<file path="src/rtl/acc_cpu.sv">
module acc_cpu (
  input  logic       clk,
  input  logic       rst,
  input  logic       load_en,
  input  logic [3:0] load_addr,
  input  logic [7:0] load_data,
  output logic [3:0] mem_addr,
  output logic [7:0] mem_wdata,
  output logic [7:0] mem_rdata,
  output logic       mem_rd,
  output logic       mem_wr,
  output logic       flag_z,
  output logic       flag_n,
  output logic       flag_v
);
  localparam int W = 8;
  localparam int AW = 4;
  localparam int DEPTH = 1 << AW;

  typedef enum logic [2:0] {S_FETCH, S_FWAIT, S_DECODE, S_EXEC, S_LWAIT} state_t;
  typedef enum logic [2:0] {K_LDA, K_LDB, K_STA, K_ADD, K_NOP} kind_t;

  state_t        st;
  kind_t         kind;
  logic [AW-1:0] pc;
  logic [W-1:0]  ir;
  logic [W-1:0]  rf [4];
  logic [W-1:0]  mem [DEPTH];

  wire [1:0]   src = ir[3:2];
  wire [1:0]   dst = ir[1:0];
  wire [W-1:0] opa = rf[dst];
  wire [W-1:0] opb = rf[src];
  wire [W-1:0] sum = opa + opb;
  wire         is_load = (kind == K_LDA) || (kind == K_LDB);

  assign mem_addr  = (st == S_FETCH) ? pc : ir[3:0];
  assign mem_wdata = rf[0];
  assign mem_rd    = !rst && ((st == S_FETCH) || (st == S_EXEC && is_load));
  assign mem_wr    = !rst && (st == S_EXEC) && (kind == K_STA);

  always_ff @(posedge clk) begin
    if (load_en) mem[load_addr] <= load_data;
    else if (mem_wr) mem[mem_addr] <= mem_wdata;
  end

  always_ff @(posedge clk) begin
    if (rst) mem_rdata <= '0;
    else if (mem_rd) mem_rdata <= mem[mem_addr];
  end

  always_ff @(posedge clk) begin
    if (rst) begin
      st <= S_FETCH;
      kind <= K_NOP;
      pc <= '0;
      ir <= '0;
      flag_z <= 1'b0;
      flag_n <= 1'b0;
      flag_v <= 1'b0;
      for (int i = 0; i < 4; i++) rf[i] <= '0;
    end else begin
      unique case (st)
        S_FETCH: st <= S_FWAIT;
        S_FWAIT: begin
          ir <= mem_rdata;
          st <= S_DECODE;
        end
        S_DECODE: begin
          unique case (ir[7:4])
            4'b0010: kind <= K_LDA;
            4'b0001: kind <= K_LDB;
            4'b0100: kind <= K_STA;
            4'b1000: kind <= K_ADD;
            default: kind <= K_NOP;
          endcase
          st <= S_EXEC;
        end
        S_EXEC: begin
          if (is_load) begin
            st <= S_LWAIT;
          end else begin
            if (kind == K_ADD) begin
              rf[dst] <= sum;
              flag_z <= (sum == '0);
              flag_n <= sum[W-1];
              flag_v <= (opa[W-1] == opb[W-1]) && (sum[W-1] != opa[W-1]);
            end
            pc <= pc + 1'b1;
            st <= S_FETCH;
          end
        end
        S_LWAIT: begin
          if (kind == K_LDA) rf[0] <= mem_rdata;
          else rf[1] <= mem_rdata;
          pc <= pc + 1'b1;
          st <= S_FETCH;
        end
        default: st <= S_FETCH;
      endcase
    end
  end

  p_strobe_excl_r12: assert property (@(posedge clk) disable iff (rst)
    !(mem_rd && mem_wr));

  p_fetch_addr_r2: assert property (@(posedge clk) disable iff (rst)
    (st == S_FETCH) |-> (mem_rd && mem_addr == pc));

  p_pc_step_r9: assert property (@(posedge clk) disable iff (rst)
    ((st == S_EXEC && !is_load) || st == S_LWAIT) |=> (pc == $past(pc) + 4'd1));

  p_flags_hold_r7: assert property (@(posedge clk) disable iff (rst)
    !(st == S_EXEC && kind == K_ADD) |=> $stable({flag_z, flag_n, flag_v}));

  p_zero_flag_r6: assert property (@(posedge clk) disable iff (rst)
    (st == S_EXEC && kind == K_ADD) |=> (flag_z == (rf[$past(dst)] == '0)));

  p_load_capture_r3: assert property (@(posedge clk) disable iff (rst)
    (st == S_LWAIT && kind == K_LDA) |=> (rf[0] == $past(mem_rdata)));
endmodule

</file>
<file path="config.mk">
export PLATFORM = sky130hd
export DESIGN_NAME = acc_cpu
export DESIGN_NICKNAME = d
export VERILOG_FILES = /design/src/rtl/acc_cpu.sv
export SDC_FILE = /design/constraint.sdc
export NUM_CORES = 1
export LEC_CHECK = 0
export BUFFER_PORTS_ARGS = -buffer_cell sky130_fd_sc_hd__buf_2
export CAP_MARGIN = 10
export CELL_PAD_IN_SITES_DETAIL_PLACEMENT = 0
export CELL_PAD_IN_SITES_GLOBAL_PLACEMENT = 1
export CORE_MARGIN = 8
export CORE_UTILIZATION = 51
export CTS_CLUSTER_SIZE = 24
export DETAILED_ROUTE_END_ITERATION = 10
export GPL_ROUTABILITY_DRIVEN = 0
export PLACE_DENSITY_LB_ADDON = 0.1
export SYNTH_ARGS = -nofsm -noshare
export SYNTH_HDL_FRONTEND = slang
export SYNTH_SLANG_ARGS = --single-unit
</file>
<file path="constraint.sdc">
create_clock -name clk -period 3.8 [get_ports clk]
set_input_delay 0.19 -clock clk [delete_from_list [all_inputs] [get_ports clk]]
set_output_delay 0.19 -clock clk [all_outputs]
set_load 0.02 [all_outputs]
</file>
==> impl_metrics.env, run 1 <==
export IMPL_power_density_mw_per_mm2=475
export IMPL_max_clock_path_buffers=2
export IMPL_min_path_type="in2reg"
export IMPL_cts_root_buf="clkbuf_16"
export IMPL_grt_pass1_wl_um=31700
export IMPL_worst_ep_arrival_time_ns=3.69
export IMPL_clock_skew_ns=0.00931
export IMPL_ctsHtreeMaxLevel=4
export IMPL_drc=0
export IMPL_netlist_area_leader_share_pct=56.2
export IMPL_worstPathRequired_ns=4.17
export IMPL_max_freq_ghz=0.301
export IMPL_ant_nets=0
export IMPL_die_h_um=145
export IMPL_std_cell_rows=47
export IMPL_final_nets=706
export IMPL_clk_latency_ns=0.43
export IMPL_drt_first_pass_iters=5
export IMPL_areaGrowthSynthToFinish_pct=11.6
export IMPL_cap_violations=0
export IMPL_drt_wl_total_um=20600
export IMPL_critical_path_startpoint_type="flip-flop"
export IMPL_crit_chain="mux4_2 > ha_1 > a211oi_1 > nor2_1 > o21a_1 > o31ai_1 > and4b_1 > a31o_2"
export IMPL_slew_headroom_pct=25.6
export IMPL_io_pins=40
export IMPL_yosys_warnings=0
export IMPL_synthFlopType="edfxtp_1"
export IMPL_wl_per_cell_um=22.5
export IMPL_max_stage_delay_ns=0.70
export IMPL_core_area_sq_mm=0.0165
export IMPL_grt_pass1_vias=5356
export IMPL_status="complete, no violations"
export IMPL_finalCritPeriodShare_pct=87.3
export IMPL_finalSetupViolCount=0
export IMPL_critPathMaxFanout=8
export IMPL_synthTopCellsByCount="edfxtp_1 (160), nor2_1 (76), nand2_1 (65), mux2i_1 (64), dfxtp_1 (33)"
export IMPL_rsz0062_at_grt="no"
export IMPL_cts_resized=0
export IMPL_yosysUniqueCellTypes=56
export IMPL_drt_iter0_drc=506
export IMPL_antenna_found_initial=0
export IMPL_synth_edf_count=160
export IMPL_vias=5377
export IMPL_fin_tns_setup_ns=0
export IMPL_dp_hpwl_um=14600
export IMPL_syn_inst=643
export IMPL_ir_drop_mv=0.420
export IMPL_fin_cells=915
export IMPL_initial_core_util_pct=51.9
export IMPL_synth_area_sq_mm=0.00855
export IMPL_grt_use_total_pct=19.7
export IMPL_tightest_slew_ns=1.11
export IMPL_slew_viol_final=0
export IMPL_worst_path_max_delay_cell="o31ai_1"
export IMPL_endpoint_kind="flip-flop"
export IMPL_cts_sinks=193
export IMPL_cts_tree="built"
export IMPL_cts_setup_buffers=0
export IMPL_clkTransAtPathRegs_ns=0.07
export IMPL_synthTopCellsByArea="edfxtp_1 (56%), dfxtp_1 (7.7%), mux2i_1 (7.5%), mux4_2 (4.2%), nor2_1 (3.3%)"
export IMPL_synth_most_common_cell="edfxtp_1"
export IMPL_yosysTopAreaCell="edfxtp_1"
export IMPL_min_period_ns=3.32
export IMPL_routed_via_density=5.88
export IMPL_die_area_sq_mm=0.0212
export IMPL_syn_area_per_cell_sq_um=13.3
export IMPL_synth_seq_cells=193
export IMPL_p_leak_nw=3.21
export IMPL_io_buffers=39
export IMPL_grt_overflow=0
export IMPL_ys_seq_area_share_pct=63.9
export IMPL_drive_above_1_share_pct=16.4
export IMPL_diodes=0
export IMPL_crit_type="reg2reg"
export IMPL_synth_nets=667
export IMPL_place_inst=883
export IMPL_hold_viol=0
export IMPL_async_flop_share_pct=0
export IMPL_die_w_um=145
export IMPL_grt_max_degree=37
export IMPL_ctsHoldBuffers=0
export IMPL_cts_buffers=17
## power by group
group | leakage, nW | internal, mW | switching [mW]
clock network | 0.288 | 0.939 | 0.851
logic | 1.17 | 0.126 | 0.231
registers | 1.76 | 2.33 | 0.0531
total | 3.21 | 3.40 | 1.14
## registers in the layout, summed over array words and instances, names as in the netlist, 3 cells and up, named ones only
register,count
rf,32
pc,4
st,3
kind,3
ir,8
mem_rdata,8
mem,128
## final cells by class
type,instances,area (sq um)
multi-input cells,409,2890
clock buffers,17,425
flip-flops and latches,193,5470
inverters,12,47.5
fillers,1364,6930
clock inverters,15,171
well taps,220,275
repair buffers,49,270
## worst max-delay path, delay by kind of cell (launching register included)
| family | cells | cell delay (ns) |
|---|---|---|
| AO/OA/AOI/OAI | 4 | 1.29 |
| AND/OR/NAND/NOR | 2 | 0.40 |
| multiplexers | 1 | 0.59 |
| flip-flops | 1 | 0.66 |
| adder cells (fa/ha/maj) | 1 | 0.31 |
## final timing paths
check	slack [ns]	depth (start not counted)	from	endpoint
min reg2reg	0.50	2	flag_n	flag_n
max reg2reg	0.48	8	flip-flop	flag_z
min	0.11	3	rst	st[0]
max	0.48	8	flip-flop	flag_z
## routing by layer
layer	wire length, um	up-vias	track usage [%]
li1	-	2515	-
met1	8720	2672	24.8
met2	10300	168	33.5
met3	1100	22	4.20
met4	414	0	6.09
met5	0	-	0
## stage by stage
step	hold WS (ns)	util (%)	total power [mW]	setup slack (ns)	instance area, sq um
6_report	0.109	57.9	4.53	0.482	9540
5_1_grt	0.128	57.9	4.67	0.213	9540
4_1_cts	0.0999	57.9	4.55	0.505	9540
3_5_place_dp	0.498	54.3	2.79	0.516	8940
3_3_place_gp	0.498	54.3	2.78	0.597	8940
2_1_floorplan	0.482	-	2.66	1.01	8550
## cell usage in the layout, fill, tap and decap left out, types with 4 or more instances in the layout
cell / synthesis / layout
buf_4: 4 / 10
nand2_1: 65 / 65
o22ai_1: 24 / 24
xor2_1: 5 / 5
o21ai_0: 12 / 12
ha_1: 8 / 8
nor3b_1: 7 / 7
dfxtp_1: 33 / 33
a31oi_1: 11 / 11
o21ai_1: 6 / 6
nor2_1: 76 / 76
clkbuf_16: 0 / 17
mux2_2: 8 / 8
a211oi_1: 4 / 4
inv_1: 10 / 10
xnor2_1: 5 / 5
mux2i_1: 64 / 63
buf_2: 6 / 39
a311oi_1: 9 / 9
nand2b_1: 10 / 10
mux4_2: 16 / 16
nor4_1: 11 / 11
inv_6: 0 / 4
a21o_1: 9 / 9
edfxtp_1: 160 / 160
a21oi_1: 15 / 15
nor3_1: 7 / 7
o31ai_1: 4 / 4
## cell families after synthesis
group / count (synthesis) / share of synthesized area [%]
mux: 89 / 12.9
flops: 193 / 63.9
compound gates: 101 / 7.56
simple gates: 200 / 10.8
fa+ha+maj: 9 / 1.40
xor+xnor: 10 / 1.02
buf+inv: 41 / 2.40
No activity file was read; power rests on OpenSTA's default activity.
==> run 2: changes to the inputs <==
Settings changed: ABC_AREA from default to 1, BUFFER_PORTS_ARGS -buffer_cell sky130_fd_sc_hd__buf_2 to default, CORE_UTILIZATION 51 to 50, DONT_BUFFER_PORTS from default to 1.
==> run 2 against run 1 <==
Total power increased by 7.2%. Global-route usage increased by 1.3 points. Register-to-register slack improved by 0.33 ns. Non-clock buffer count decreased by 31. Die area increased by 9.2%. Cell count increased by 36%. Fmax increased by 11%. Setup slack improved by 0.33 ns. Via count increased by 25%. Utilization decreased by 2.3 points. Sequential cell count unchanged.
==> impl_metrics.env, run 2 <==
export IMPL_status="complete, no violations"
export IMPL_clkTransAtPathRegs_ns=0.07
export IMPL_die_area_sq_mm=0.0231
export IMPL_cts_tree="built"
export IMPL_synthTopCellsByArea="edfxtp_1 (52%), nand3_1 (10%), inv_1 (8.0%), dfxtp_1 (7.1%), nand2_1 (6.1%)"
export IMPL_cts_resized=0
export IMPL_final_cell_mix="inv_1 (198), nand3_1 (189), edfxtp_1 (160)"
export IMPL_synthFlopType="edfxtp_1"
export IMPL_ys_seq_area_share_pct=59.0
export IMPL_slew_headroom_pct=29.4
export IMPL_synth_edf_count=160
export IMPL_ir_drop_mv=0.337
export IMPL_ant_nets=0
export IMPL_endpoint_kind="flip-flop"
export IMPL_top_regs="mem x128, rf x32"
export IMPL_drt_first_pass_iters=5
export IMPL_finalInstanceArea_sq_mm=0.0101
export IMPL_yosysUniqueCellTypes=36
export IMPL_ctsHtreeMaxLevel=4
export IMPL_power_density_mw_per_mm2=483
export IMPL_regArea_sq_mm=0.00547
export IMPL_grt_overflow=0
export IMPL_yosysTopAreaCell="edfxtp_1"
export IMPL_rsz0062_at_grt="no"
export IMPL_worst_ep_arrival_time_ns=3.35
export IMPL_die_h_um=152
export IMPL_yosys_warnings=0
export IMPL_worstPathRequired_ns=4.16
export IMPL_largest_reg_flops=128
export IMPL_final_nets=1027
export IMPL_drt_wl_total_um=24100
export IMPL_ctsHoldBuffers=1
export IMPL_areaGrowthSynthToFinish_pct=8.62
export IMPL_crit_type="reg2reg"
export IMPL_io_buffers=0
export IMPL_grt_max_degree=50
export IMPL_cts_root_buf="clkbuf_16"
export IMPL_min_path_type="in2reg"
export IMPL_diodes=0
export IMPL_io_pins=40
export IMPL_final_common_cell="inv_1"
export IMPL_max_clock_path_buffers=2
export IMPL_min_period_ns=2.99
export IMPL_synth_area_sq_mm=0.00926
export IMPL_cts_setup_buffers=0
export IMPL_nFillCells=1651
export IMPL_antenna_found_initial=0
export IMPL_synth_nets=1025
export IMPL_core_area_sq_mm=0.0181
export IMPL_grt_use_total_pct=21.0
export IMPL_routed_via_density=5.40
export IMPL_max_freq_ghz=0.334
export IMPL_synth_seq_cells=193
export IMPL_hold_start="rst"
export IMPL_final_util_pct=55.6
export IMPL_critPathMaxFanout=16
export IMPL_initial_core_util_pct=51.2
export IMPL_clock_skew_ns=0.00810
export IMPL_cp_endpoint="flag_z"
export IMPL_drt_iter0_drc=594
export IMPL_rr_worst_depth=14
export IMPL_netlist_area_leader_share_pct=51.9
export IMPL_die_w_um=152
export IMPL_multiInputGateArea_sq_mm=0.00284
export IMPL_async_flop_share_pct=0
export IMPL_grt_pass1_wl_um=37200
export IMPL_drive_above_1_share_pct=7.19
export IMPL_std_cell_rows=49
export IMPL_rrSetupSlack_ns=0.81
export IMPL_wl_per_cell_um=19.4
export IMPL_vias=6717
export IMPL_cts_sinks=193
export IMPL_rr_endpoint="flag_z"
export IMPL_cap_violations=0
export IMPL_place_area_sq_mm=0.00949
export IMPL_slew_viol_final=0
export IMPL_clk_latency_ns=0.43
export IMPL_hold_viol=0
export IMPL_p_leak_nw=4.32
export IMPL_synth_most_common_cell="inv_1"
export IMPL_synthTopCellsByCount="inv_1 (198), nand3_1 (189), edfxtp_1 (160), nand2_1 (150), nor2_1 (75)"
export IMPL_cts_buffers=17
export IMPL_dp_hpwl_um=16200
export IMPL_finalCritPeriodShare_pct=78.7
export IMPL_drc=0
export IMPL_finalSetupViolCount=0
export IMPL_grt_pass1_vias=6238
export IMPL_tightest_slew_ns=1.05
export IMPL_critical_path_startpoint_type="flip-flop"
export IMPL_syn_area_per_cell_sq_um=9.25
export IMPL_fin_tns_setup_ns=0
export IMPL_syn_inst=1001
export IMPL_top_register="mem"
[run 2: through the flow]
step | instances | hold slack, ns | setup slack [ns] | total power, mW
after floorplan | 1001 | 0.369 | 1.21 | 2.96
after global placement | 1212 | 0.264 | 0.914 | 3.18
after detailed placement | 1212 | 0.264 | 0.852 | 3.18
after CTS | 1244 | 0.260 | 0.824 | 4.87
after global routing | 1244 | 0.273 | 0.565 | 5.04
final | 1244 | 0.271 | 0.809 | 4.86
[run 2: per-layer routing]
| metal | up-vias | track usage (%) | wire, um |
|---|---|---|---|
| li1 | 3320 | - | - |
| met1 | 3148 | 30.8 | 11600 |
| met2 | 223 | 30.9 | 10500 |
| met3 | 26 | 3.43 | 1600 |
| met4 | 0 | 6.85 | 452 |
| met5 | - | 0 | 0 |
[run 2: worst min-delay path by stage]
stage                     cells after the start        end
after floorplan                               3      st[2]
after global placement                        1     flag_z
after detailed placement                      1      st[1]
after CTS                                     3  mem[5][1]
after global routing                          3  mem[5][1]
final                                         2   rf[1][7]
[run 2: logic make-up after synthesis]
family	synth area share (%)
AOI/OAI and AO/OA	6.88
buffers and inverters	10.3
adders and majority gates	1.30
muxes	0.852
DFF	59.0
xor gates and xnor gates	0.473
and+or+nand+nor	21.2
[run 2: area by class of cell]
class                      instances  area share (%)
inverter                         205            7.65
clock inverter                    10            1.13
tap                              229            2.85
sequential                       193            54.4
multi-input combinational        568            28.3
clock buffer                      21            4.38
timing repair buffer              18            1.37
[run 2: critical path, cell delays in order (launching register included)]
cell     delay, ns
dfxtp_1       0.32
buf_4         0.18
inv_1         0.34
o21ai_0       0.15
o22ai_1       0.18
ha_1          0.21
inv_1         0.07
fa_1          0.45
xor2_1        0.37
nand3_1       0.12
nor2_1        0.12
nand3_1       0.09
nor2_1        0.12
nand3_1       0.07
a21oi_1       0.14
[run 2: report_power, final]
part / switching, mW / total (mW) / internal, mW
Clock: 0.753 / 1.72 / 0.963
Sequential: 0.0680 / 2.42 / 2.35
Combinational: 0.516 / 0.720 / 0.204
